[config.mk]
export PLATFORM = sky130hd
export DESIGN_NAME = cpu_hotplug_regs
export DESIGN_NICKNAME = d
export VERILOG_FILES = /design/src/rtl/chp_pkg.sv /design/src/rtl/chp_cmd_fsm.sv /design/src/rtl/chp_cpu_slot.sv /design/src/rtl/chp_scan.sv /design/src/rtl/cpu_hotplug_regs.sv
export SDC_FILE = /design/constraint.sdc
export NUM_CORES = 1
export LEC_CHECK = 0
export CAP_MARGIN = 10
export CORE_AREA = 2 2 261 263
export CTS_CLUSTER_DIAMETER = 80
export DETAILED_ROUTE_END_ITERATION = 8
export DIE_AREA = 0 0 263 265
export GPL_ROUTABILITY_DRIVEN = 0
export PLACE_DENSITY = 0.46
export SLEW_MARGIN = 40
export SYNTH_ARGS = -nofsm -noshare
export SYNTH_HDL_FRONTEND = slang
export SYNTH_SLANG_ARGS = --single-unit
export TNS_END_PERCENT = 30
[constraint.sdc]
create_clock -name clk -period 2.9 [get_ports clk]
set_input_delay 0.29 -clock clk [delete_from_list [all_inputs] [get_ports clk]]
set_output_delay 0.29 -clock clk [all_outputs]
set_load 0.05 [all_outputs]
[src/rtl/chp_pkg.sv]
package chp_pkg;

    typedef enum logic [2:0] {
        CMD_SEL    = 3'd0,
        CMD_OST_EV = 3'd1,
        CMD_OST_ST = 3'd2,
        CMD_CPUID  = 3'd3,
        CMD_NONE   = 3'd4
    } cmd_state_e;

    localparam logic [1:0] W_SEL  = 2'd0;
    localparam logic [1:0] W_CTL  = 2'd1;
    localparam logic [1:0] W_DATA = 2'd2;

    localparam int CTL_CLR_INS = 1;
    localparam int CTL_CLR_REM = 2;
    localparam int CTL_EJECT   = 3;
    localparam int CTL_FW_EJ   = 4;

endpackage

[src/rtl/chp_cmd_fsm.sv]
module chp_cmd_fsm
    import chp_pkg::*;
(
    input  logic       clk,
    input  logic       rst_n,
    input  logic       cmd_wr_i,
    input  logic [7:0] cmd_val_i,
    output cmd_state_e state_o,
    output logic       rd_hi_id_o,
    output logic       rd_lo_sel_o,
    output logic       rd_lo_id_o,
    output logic       wr_ost_ev_o,
    output logic       wr_ost_st_o
);

    cmd_state_e state_q, state_d;

    always_comb begin
        state_d = state_q;
        if (cmd_wr_i) begin
            unique case (cmd_val_i)
                8'd0:    state_d = CMD_SEL;
                8'd1:    state_d = CMD_OST_EV;
                8'd2:    state_d = CMD_OST_ST;
                8'd3:    state_d = CMD_CPUID;
                default: state_d = CMD_NONE;
            endcase
        end
    end

    always_ff @(posedge clk or negedge rst_n) begin
        if (!rst_n) state_q <= CMD_SEL;
        else        state_q <= state_d;
    end

    always_comb begin
        rd_hi_id_o  = 1'b0;
        rd_lo_sel_o = 1'b0;
        rd_lo_id_o  = 1'b0;
        wr_ost_ev_o = 1'b0;
        wr_ost_st_o = 1'b0;
        unique case (state_q)
            CMD_SEL:    rd_lo_sel_o = 1'b1;
            CMD_OST_EV: wr_ost_ev_o = 1'b1;
            CMD_OST_ST: wr_ost_st_o = 1'b1;
            CMD_CPUID: begin
                rd_hi_id_o = 1'b1;
                rd_lo_id_o = 1'b1;
            end
            CMD_NONE: ;
            default: ;
        endcase
    end

    assign state_o = state_q;

    // a command-0 write lands the machine in the selector state
    assert_cmd0_enters_sel_R8: assert property (@(posedge clk) disable iff (!rst_n)
        (cmd_wr_i && cmd_val_i == 8'd0) |=> state_q == CMD_SEL);

    // without a command write the state holds
    assert_cmd_hold_R8: assert property (@(posedge clk) disable iff (!rst_n)
        !cmd_wr_i |=> $stable(state_q));

endmodule

[src/rtl/chp_cpu_slot.sv]
module chp_cpu_slot #(
    parameter logic BOOT_EN = 1'b0
) (
    input  logic clk,
    input  logic rst_n,
    input  logic add_i,
    input  logic remove_i,
    input  logic sel_i,
    input  logic clr_ins_i,
    input  logic clr_rem_i,
    input  logic eject_i,
    input  logic fw_req_i,
    output logic en_o,
    output logic ins_o,
    output logic rem_o,
    output logic ejr_o
);

    logic en_q, ins_q, rem_q, ejr_q;
    logic eject_go;

    assign eject_go = sel_i & eject_i;

    always_ff @(posedge clk or negedge rst_n) begin
        if (!rst_n) begin
            en_q  <= BOOT_EN;
            ins_q <= 1'b0;
            rem_q <= 1'b0;
            ejr_q <= 1'b0;
        end else begin
            en_q  <= add_i | (en_q & ~eject_go);
            ins_q <= add_i | (ins_q & ~(sel_i & clr_ins_i));
            rem_q <= (remove_i & en_q) | (rem_q & ~(sel_i & clr_rem_i) & ~eject_go);
            ejr_q <= (ejr_q & ~eject_go) | (sel_i & fw_req_i & ~eject_i);
        end
    end

    assign en_o  = en_q;
    assign ins_o = ins_q;
    assign rem_o = rem_q;
    assign ejr_o = ejr_q;

    // an eject of this CPU leaves it disabled with no firmware request
    assert_eject_clears_R5: assert property (@(posedge clk) disable iff (!rst_n)
        (sel_i && eject_i && !add_i) |=> (!en_o && !ejr_o));

    // a hot-add marks the CPU enabled with an insert pending
    assert_add_sets_R4: assert property (@(posedge clk) disable iff (!rst_n)
        add_i |=> (en_o && ins_o));

endmodule

[src/rtl/chp_scan.sv]
module chp_scan #(
    parameter int N     = 8,
    parameter int SEL_W = 3
) (
    input  logic             clk,
    input  logic             rst_n,
    input  logic [N-1:0]     req_i,
    output logic             found_o,
    output logic [SEL_W-1:0] idx_o
);

    always_comb begin
        found_o = 1'b0;
        idx_o   = '0;
        for (int i = N - 1; i >= 0; i--) begin
            if (req_i[i]) begin
                found_o = 1'b1;
                idx_o   = SEL_W'(i);
            end
        end
    end

    // a hit always names a requesting CPU
    assert_scan_hit_R7: assert property (@(posedge clk) disable iff (!rst_n)
        found_o |-> req_i[idx_o]);

    // a miss only when nothing is requesting
    assert_scan_miss_R7: assert property (@(posedge clk) disable iff (!rst_n)
        !found_o |-> (req_i == '0));

endmodule

[src/rtl/cpu_hotplug_regs.sv]
module cpu_hotplug_regs
    import chp_pkg::*;
#(
    parameter int          NCPU      = 8,
    parameter logic [NCPU-1:0] BOOT_MASK = NCPU'(1),
    localparam int         SEL_W     = (NCPU > 1) ? $clog2(NCPU) : 1
) (
    input  logic                 clk,
    input  logic                 rst_n,
    input  logic                 wr_en,
    input  logic                 rd_en,
    input  logic [1:0]           word_addr,
    input  logic [3:0]           wstrb,
    input  logic [31:0]          wdata,
    output logic [31:0]          rdata,
    output logic                 rvalid,
    input  logic [NCPU-1:0]      hot_add,
    input  logic [NCPU-1:0]      hot_remove,
    input  logic [64*NCPU-1:0]   cpu_id,
    output logic                 eject_pulse,
    output logic [SEL_W-1:0]     eject_cpu,
    output logic                 gpe_pulse,
    output logic                 ost_pulse,
    output logic [31:0]          ost_event,
    output logic [31:0]          ost_status
);

    // Selector: valid at power-up, untouched by reset
    logic [31:0]      sel_q = '0;
    logic             sel_ok;
    logic [SEL_W-1:0] sel_idx;

    assign sel_ok  = sel_q < 32'(NCPU);
    assign sel_idx = sel_q[SEL_W-1:0];

    // Access decode
    logic acc_ok, sel_wr, ctl_wr, cmd_wr, data_wr;

    assign acc_ok  = wr_en & sel_ok;
    assign sel_wr  = wr_en  & (word_addr == W_SEL)  & (wstrb == 4'hF);
    assign ctl_wr  = acc_ok & (word_addr == W_CTL)  & wstrb[0];
    assign cmd_wr  = acc_ok & (word_addr == W_CTL)  & wstrb[1];
    assign data_wr = acc_ok & (word_addr == W_DATA) & (wstrb == 4'hF);

    // Command state machine
    cmd_state_e cmd_state;
    logic rd_hi_id, rd_lo_sel, rd_lo_id, wr_ost_ev, wr_ost_st;

    chp_cmd_fsm u_fsm (
        .clk         (clk),
        .rst_n       (rst_n),
        .cmd_wr_i    (cmd_wr),
        .cmd_val_i   (wdata[15:8]),
        .state_o     (cmd_state),
        .rd_hi_id_o  (rd_hi_id),
        .rd_lo_sel_o (rd_lo_sel),
        .rd_lo_id_o  (rd_lo_id),
        .wr_ost_ev_o (wr_ost_ev),
        .wr_ost_st_o (wr_ost_st)
    );

    // Per-CPU flag slots
    logic [NCPU-1:0] en_v, ins_v, rem_v, ejr_v;
    logic [63:0]     id_arr [NCPU];

    for (genvar i = 0; i < NCPU; i++) begin : g_slot
        logic hit;
        assign hit       = ctl_wr & (sel_idx == SEL_W'(i));
        assign id_arr[i] = cpu_id[64*i +: 64];

        chp_cpu_slot #(.BOOT_EN(BOOT_MASK[i])) u_slot (
            .clk       (clk),
            .rst_n     (rst_n),
            .add_i     (hot_add[i]),
            .remove_i  (hot_remove[i]),
            .sel_i     (hit),
            .clr_ins_i (wdata[CTL_CLR_INS]),
            .clr_rem_i (wdata[CTL_CLR_REM]),
            .eject_i   (wdata[CTL_EJECT]),
            .fw_req_i  (wdata[CTL_FW_EJ]),
            .en_o      (en_v[i]),
            .ins_o     (ins_v[i]),
            .rem_o     (rem_v[i]),
            .ejr_o     (ejr_v[i])
        );
    end

    // Pending-event search
    logic             scan_found;
    logic [SEL_W-1:0] scan_idx;
    logic             scan_go;

    chp_scan #(.N(NCPU), .SEL_W(SEL_W)) u_scan (
        .clk     (clk),
        .rst_n   (rst_n),
        .req_i   (ins_v | rem_v),
        .found_o (scan_found),
        .idx_o   (scan_idx)
    );

    assign scan_go = cmd_wr & (wdata[15:8] == 8'd0);

    always_ff @(posedge clk) begin
        if (sel_wr)                     sel_q <= wdata;
        else if (scan_go && scan_found) sel_q <= 32'(scan_idx);
    end

    // Read path
    logic [63:0] id_sel;
    logic [7:0]  status;
    logic [31:0] rd_word;

    assign id_sel = sel_ok ? id_arr[sel_idx] : 64'd0;
    assign status = {3'b000, ejr_v[sel_idx], 1'b0, rem_v[sel_idx], ins_v[sel_idx], en_v[sel_idx]};

    always_comb begin
        rd_word = 32'd0;
        if (sel_ok) begin
            unique case (word_addr)
                W_SEL:   rd_word = rd_hi_id ? id_sel[63:32] : 32'd0;
                W_CTL:   rd_word = {24'd0, status};
                W_DATA:  rd_word = rd_lo_sel ? sel_q : (rd_lo_id ? id_sel[31:0] : 32'd0);
                default: rd_word = 32'd0;
            endcase
        end
    end

    always_ff @(posedge clk or negedge rst_n) begin
        if (!rst_n) begin
            rdata  <= 32'd0;
            rvalid <= 1'b0;
        end else begin
            rvalid <= rd_en;
            if (rd_en) rdata <= rd_word;
        end
    end

    // Notification outputs
    always_ff @(posedge clk or negedge rst_n) begin
        if (!rst_n) begin
            eject_pulse <= 1'b0;
            eject_cpu   <= '0;
            gpe_pulse   <= 1'b0;
            ost_pulse   <= 1'b0;
            ost_event   <= 32'd0;
            ost_status  <= 32'd0;
        end else begin
            eject_pulse <= ctl_wr & wdata[CTL_EJECT];
            if (ctl_wr && wdata[CTL_EJECT]) eject_cpu <= sel_idx;
            gpe_pulse   <= (|hot_add) | (|(hot_remove & en_v)) | (ctl_wr & wdata[CTL_EJECT]);
            ost_pulse   <= data_wr & wr_ost_st;
            if (data_wr && wr_ost_ev) ost_event  <= wdata;
            if (data_wr && wr_ost_st) ost_status <= wdata;
        end
    end

    // reads under a bad selector return zero
    assert_bad_sel_reads_zero_R2: assert property (@(posedge clk) disable iff (!rst_n)
        (rvalid && !$past(sel_ok)) |-> rdata == 32'd0);

    // the command cannot move under a bad selector
    assert_bad_sel_holds_cmd_R2: assert property (@(posedge clk) disable iff (!rst_n)
        (wr_en && !sel_ok) |=> $stable(cmd_state));

    // a fruitless search leaves the selector alone
    assert_scan_miss_stable_R7: assert property (@(posedge clk) disable iff (!rst_n)
        (scan_go && !scan_found) |=> $stable(sel_q));

    // every read answers one cycle later
    assert_read_latency_R12: assert property (@(posedge clk) disable iff (!rst_n)
        rd_en |=> rvalid);

    // an OST pulse only follows a status write
    assert_ost_pulse_state_R10: assert property (@(posedge clk) disable iff (!rst_n)
        ost_pulse |-> cmd_state == CMD_OST_ST);

endmodule

Yosys cells after proc, flatten, opt, wreduce, memory -nomap -nowiden
Index checks and enable logic that the tools add are counted.
W data, S select, Z words.
{ "word_totals": {"in_bits": 570, "output_inout_bits": 103, "wordCells": 280, "regBits": 170} }
{ "classes": {"eq_ne": 16, "magnitude_cmp": 3, "bitwise": 169, "n_reduce_logical": 11, "n_mux": 39} }
{ "ops": {"columns": ["operator", "n"], "rows": [
  ["$bmux W64 S3", 1],
  ["$mux W32", 6],
  ["$mux W64", 2],
  ["$and A1 B1 Y1", 107],
  ["$pmux W32 S3", 1],
  ["$or A1 B1 Y1", 34],
  ["$lt A32 B4 Y1 const B", 1],
  ["$not A1 Y1", 25],
  ["$mux W3", 8],
  ["$eq A8 B2 Y1 const B", 2],
  ["$mux W1", 16],
  ["$reduce_or A8 Y1", 2],
  ["$bmux W1 S3", 4],
  ["$eq A3 B2 Y1 const B", 4],
  ["$eq A3 B3 Y1 const B", 4],
  ["$pmux W3 S4", 1],
  ["$and A8 B8 Y8", 1],
  ["$eq A8 B1 Y1 const B", 1],
  ["$logic_not A8 Y1", 1],
  ["$or A8 B8 Y8", 1],
  ["$eq A3 B1 Y1 const B", 2],
  ["$logic_not A3 Y1", 2],
  ["$eq A4 B4 Y1 const B", 1],
  ["$ge A4 B4 Y1 const B", 1],
  ["7 further kinds", 10]
]} }

Depth between registers and ports, before layout
{ "logic_depth": {"depth_word": 12, "ltp_mapped": 8, "depth_no_buf": 5} }

By module
A second synthesis with hierarchy kept.
{ "hier_totals": {"cells_unflattened": 867, "area_unflattened_um2": 11529.8} }
{ "modules_own_cells": {"columns": ["module", "area_per_inst_um2", "n_inst", "cells_each", "seq_area_each_um2"], "rows": [
  ["cpu_hotplug_regs", 10098.4, 1, 742, 3538.4],
  ["chp_cpu_slot (g_slot[1].u_slot ...)", 146.4, 7, 12, 100.1],
  ["chp_cmd_fsm", 178.9, 1, 16, 75.1],
  ["chp_cpu_slot (g_slot[0].u_slot)", 147.6, 1, 12, 101.3],
  ["chp_scan", 80.1, 1, 13, 0.0]
]} }

Worst setup path before layout
OpenSTA, ideal clock, no wires.
{ "synth_path": {"kind": "register -> register", "start": "register sel_q[30]", "end": "register sel_q[0], enable pin", "slack_ps": 214, "t_arrival_ps": 2298, "setup_ps": 388, "t_required_ps": 2512, "path_buffers": 1, "path_stages_with_launch": 7, "synth_period_minus_slack_ps": 2686, "path_cell_list": "edfxtp_1 > nor4_1 > nand4_2 > nor2_1 > and4_1 > clkbuf_1 > a21o_1"} }
{ "synth_between": {"elab_chain_len": 7} }
{ "synth_rtl": {"columns": ["item", "line_no", "rtl"], "rows": [
  ["start: declaration", "cpu_hotplug_regs.sv:29", "logic [31:0] sel_q = '0;"],
  ["start signal: assignment", "cpu_hotplug_regs.sv:104", "if (sel_wr) sel_q <= wdata;"],
  ["start signal: assignment", "cpu_hotplug_regs.sv:105", "else if (scan_go && scan_found) sel_q <= 32'(scan_idx);"],
  ["$lt A32 B4 Y1", "cpu_hotplug_regs.sv:33", "assign sel_ok = sel_q < 32'(NCPU);"],
  ["$and A1 B1 Y1", "cpu_hotplug_regs.sv:39", "assign acc_ok = wr_en & sel_ok;"],
  ["$and A1 B1 Y1 (2 in a row)", "cpu_hotplug_regs.sv:42", "assign cmd_wr = acc_ok & (word_addr == W_CTL) & wstrb[1];"],
  ["$and A1 B1 Y1", "cpu_hotplug_regs.sv:101", "assign scan_go = cmd_wr & (wdata[15:8] == 8'd0);"],
  ["$logic_and A1 B1 Y1", "cpu_hotplug_regs.sv:105", null],
  ["$reduce_bool A2 Y1 (no source line)", null, null]
]} }
Every way passes these cells.
A chain may end at the register's enable or synchronous reset.

Final worst setup path
{ "layout_path": {"start": "register sel_q[14]", "end": "register rdata[24]"} }
{ "layout_between": {"elab_chain_len": 2} }
{ "layout_rtl": {"columns": ["item", "line_no", "rtl"], "rows": [
  ["$lt A32 B4 Y1", "cpu_hotplug_regs.sv:33", null],
  ["$mux W32", "cpu_hotplug_regs.sv:118", "if (sel_ok) begin"],
  ["end signal: assignment", "cpu_hotplug_regs.sv:134", "if (rd_en) rdata <= rd_word;"],
  ["end: declaration", "cpu_hotplug_regs.sv:15", "output logic [31:0] rdata,"]
]} }
Every way passes these cells.

==> results_dict.tcl <==
set metrics [dict create \
    wl_per_cell_microns 25.4 \
    syn_inst 981 \
    critical_path.max_fanout 22 \
    antenna_found_initial 15 \
    clkPwrFrac_pct 39.7 \
    p_sw_share_pct 24.1 \
    die_y_microns 265 \
    fp.dieW_microns 263 \
    slew_headroom_pct 52.8 \
    drt_iter0_drc 753 \
    worst_pin_slew_ps 709 \
    drc 0 \
    final_layout_size_suffix_gt1_share_pct 18.1 \
    dp_hpwl_mm 52.5 \
    pin_count 673 \
    area_growth_pct 76.9 \
    vias_per_cell 4.51 \
    synthMuxAreaShare_pct 34.3 \
    ant_nets 0 \
    power_switching_mw 1.47 \
    tns_ps 0 \
    layout.nets 2218 \
    vdd_drop_max_mv 0.463 \
    p_seq_share_pct 39.8 \
    synth_nets 1551 \
    grt_pass1_vias 12400 \
    clk_pin_slew_ps 70 \
    p_leak_nw 7.51 \
    setup_viol 0 \
    power.density_nw_per_um2 305 \
    internal_power_mw 4.64 \
    r2r-start "sel_q[14]" \
    crit_type "flip-flop to flip-flop" \
    path_common_cell "buf_4" \
    grt_pass1_wl_mm 90.2 \
    nFillCells 6918 \
    core_region_area_sq_um 66800 \
    holdCritStartpoint "rd_en" \
    start_util_pct 17.0 \
    cts_buffers 17 \
    synthSimpleGateAreaFrac_pct 13.1 \
    period_share_pct 91.1 \
    skew_ps 11.3 \
    syn_area_per_cell_sq_um 11.5 \
    synth_top_family_by_area "multiplexers" \
    tritoncts "built" \
    cp_slowest_stage_delay_ps 710 \
    synthAdderAreaFrac_pct 0 \
    critPathLaunchType "flip-flop" \
    yosysUniqueCellTypes 47 \
    status "finished, final reports clean" \
    rsz0062_at_grt "no" \
    critical_path.startpoint "sel_q[14]" \
    grt.total_usage_pct 18.2 \
    drt_pass1_iterations 5 \
    dieArea_sq_um 69700 \
    cap_violations 0 \
    drv_slew 0 \
    min_path_type "input port to flip-flop" \
    synthArstFlopShare_pct 81.2 \
    cts_max_path_buffers 2 \
    synth_xor_area_share_pct 0 \
    synth_edf_count 32 \
    yosys_warnings 0 \
    ys_ff_latch 170 \
    path_buf_inv 2 \
    ys_seq_area_share_pct 39.0 \
    synthFlopType "dfrtp_1" \
    synth_compound_area_share_pct 9.39 \
    min_period_ps 2640 \
    hold_viol_final 0 \
    row_count 95 \
    grt_max_degree 85 \
    cts_max_level 4 \
    slowest_stage "or4_1" \
    via_count 11400 \
    fmax_ghz 0.378 \
    synth_area_sq_um 11300 \
    crit_required_ps 3290 \
    grt.overflow.total 0 \
    crit_chain "nor4_2 > nand4_4 > buf_4 > or4_1 > buf_4 > o221ai_1" \
    crit_path_end_kind "flip-flop" \
    cts_root_buffer "clkbuf_16" \
    cpLargestDelayFamily "simple AND/OR/NAND/NOR gates" \
    worstSkewPairLatency_ps 490 \
    port_buffers 672 \
    wl_mm 64.5 \
    cts_sinks 170 \
    worstPathArrival_ps 3030 \
    comb_power_share_pct 20.5 \
    fin_util_pct 30.0 \
]
==> through the flow <==
step                setup slack (ps)  std cells  hold WS (ps)  cell area, sq um  power [mW]
global route                     106       2539           183             20000        6.34
global placement                80.8       2499           276             19400        3.73
finish                           257       2541           196             20000        6.11
CTS                             13.4       2531           142             20000        6.23
detailed placement              18.3       2499           282             19400        3.74
floorplan                        214        981         -5.59             11300        2.73
==> state kept, by name (all words and copies together) (netlist names), 8 cells and up <==
| signal | cells |
|---|---|
| ost_status | 32 |
| rdata | 32 |
| sel_q | 32 |
| g_slot.u_slot.rem_o | 8 |
| g_slot.u_slot.ejr_o | 8 |
| ost_event | 32 |
| g_slot.u_slot.ins_o | 8 |
| g_slot.u_slot.en_o | 8 |
==> path summary, 6_finish.rpt <==
path                                       end  slack, ps  cells after the start
min in group asynchronous         ost_event[4]        320                      2
max in group asynchronous            rdata[11]       1740                      3
worst min-delay path                  rdata[1]        200                      3
worst min register to register  ost_status[25]        490                      1
worst max-delay path                 rdata[24]        260                      6
worst max register to register       rdata[24]        260                      6
==> metal layers <==
metal	track usage [%]	wire length, microns	up-vias
li1	-	-	5098
met1	23.3	28000	5742
met2	29.0	30000	521
met3	5.36	4780	75
met4	6.66	1580	12
met5	0	76	-
==> placed cells by master, fill, tap and decap left out, types with 2 or more instances in the layout <==
master,count
a211oi_1,4
a21o_1,13
a21oi_1,85
a22o_1,2
a31oi_1,19
and2_1,32
and3_2,2
and4_1,2
buf_12,13
buf_4,44
bufinv_16,2
clkbuf_16,18
clkdlybuf4s50_1,670
clkinv_2,3
clkinv_4,3
dfrtp_1,137
diode_2,8
edfxtp_1,32
inv_1,31
inv_4,2
mux2_1,9
mux2_2,59
mux2i_1,8
mux4_2,135
nand2_1,176
nand3_1,43
nand4_1,2
nor2_1,21
nor2b_1,5
nor3_1,6
nor4_1,7
nor4_2,6
o21a_1,2
o21ai_0,7
o221ai_1,27
o31ai_1,3
or4_1,3
==> power by group through the flow <==
stage                     sequential, mW  clock, mW  combinational, mW
after floorplan                     2.48          0              0.253
after global placement              2.48          0               1.26
after detailed placement            2.48          0               1.26
after CTS                           2.43       2.52               1.27
after global routing                2.43       2.58               1.33
final                               2.43       2.42               1.25
==> cells by family after synthesis <==
kind of cell | after synthesis
AOI/OAI and AO/OA | 170
buffers and inverters | 114
DFF | 170
muxes | 211
and+or+nand+nor | 316
==> area by class of cell <==
cell class / instances / area [sq um] / area share, %
Inverter: 32 / 121 / 0.605
Sequential cell: 170 / 4420 / 22.0
Clock buffer: 19 / 464 / 2.32
Tap cell: 873 / 1090 / 5.45
Timing Repair Buffer: 730 / 7320 / 36.5
Multi-Input combinational cell: 697 / 6470 / 32.3
Antenna cell: 8 / 20.0 / 0.0999
Clock inverter: 12 / 136 / 0.680
==> cell usage after synthesis (19+ instances only) <==
master    number  area [sq um]
nand2_1      176           661
o221ai_1      27           236
inv_1         32           120
and2_1        32           200
nor2_1        22          82.6
edfxtp_1      32           961
nand3_1       43           215
dfrtp_1      137          3430
mux2_2        59           664
a21oi_1       85           425
a31oi_1       19           119
clkbuf_1      43           161
buf_2         24           120
mux4_2       135          3040
==> tightest hold or removal path, stage by stage <==
cell	delay, ps
buf_2	150
o2111ai_1	120
o21ai_1	70
==> timing repair <==
| item | in CTS | in global routing |
|---|---|---|
| endpoints found under the setup margin | 0 | 19 |
| setup buffers | 0 | 2 |
| gates resized for setup | 0 | 2 |
| hold endpoints to repair | 47 | 0 |
| hold buffers | 1 | 0 |
Note: power is estimated with default switching activity, not from simulation.
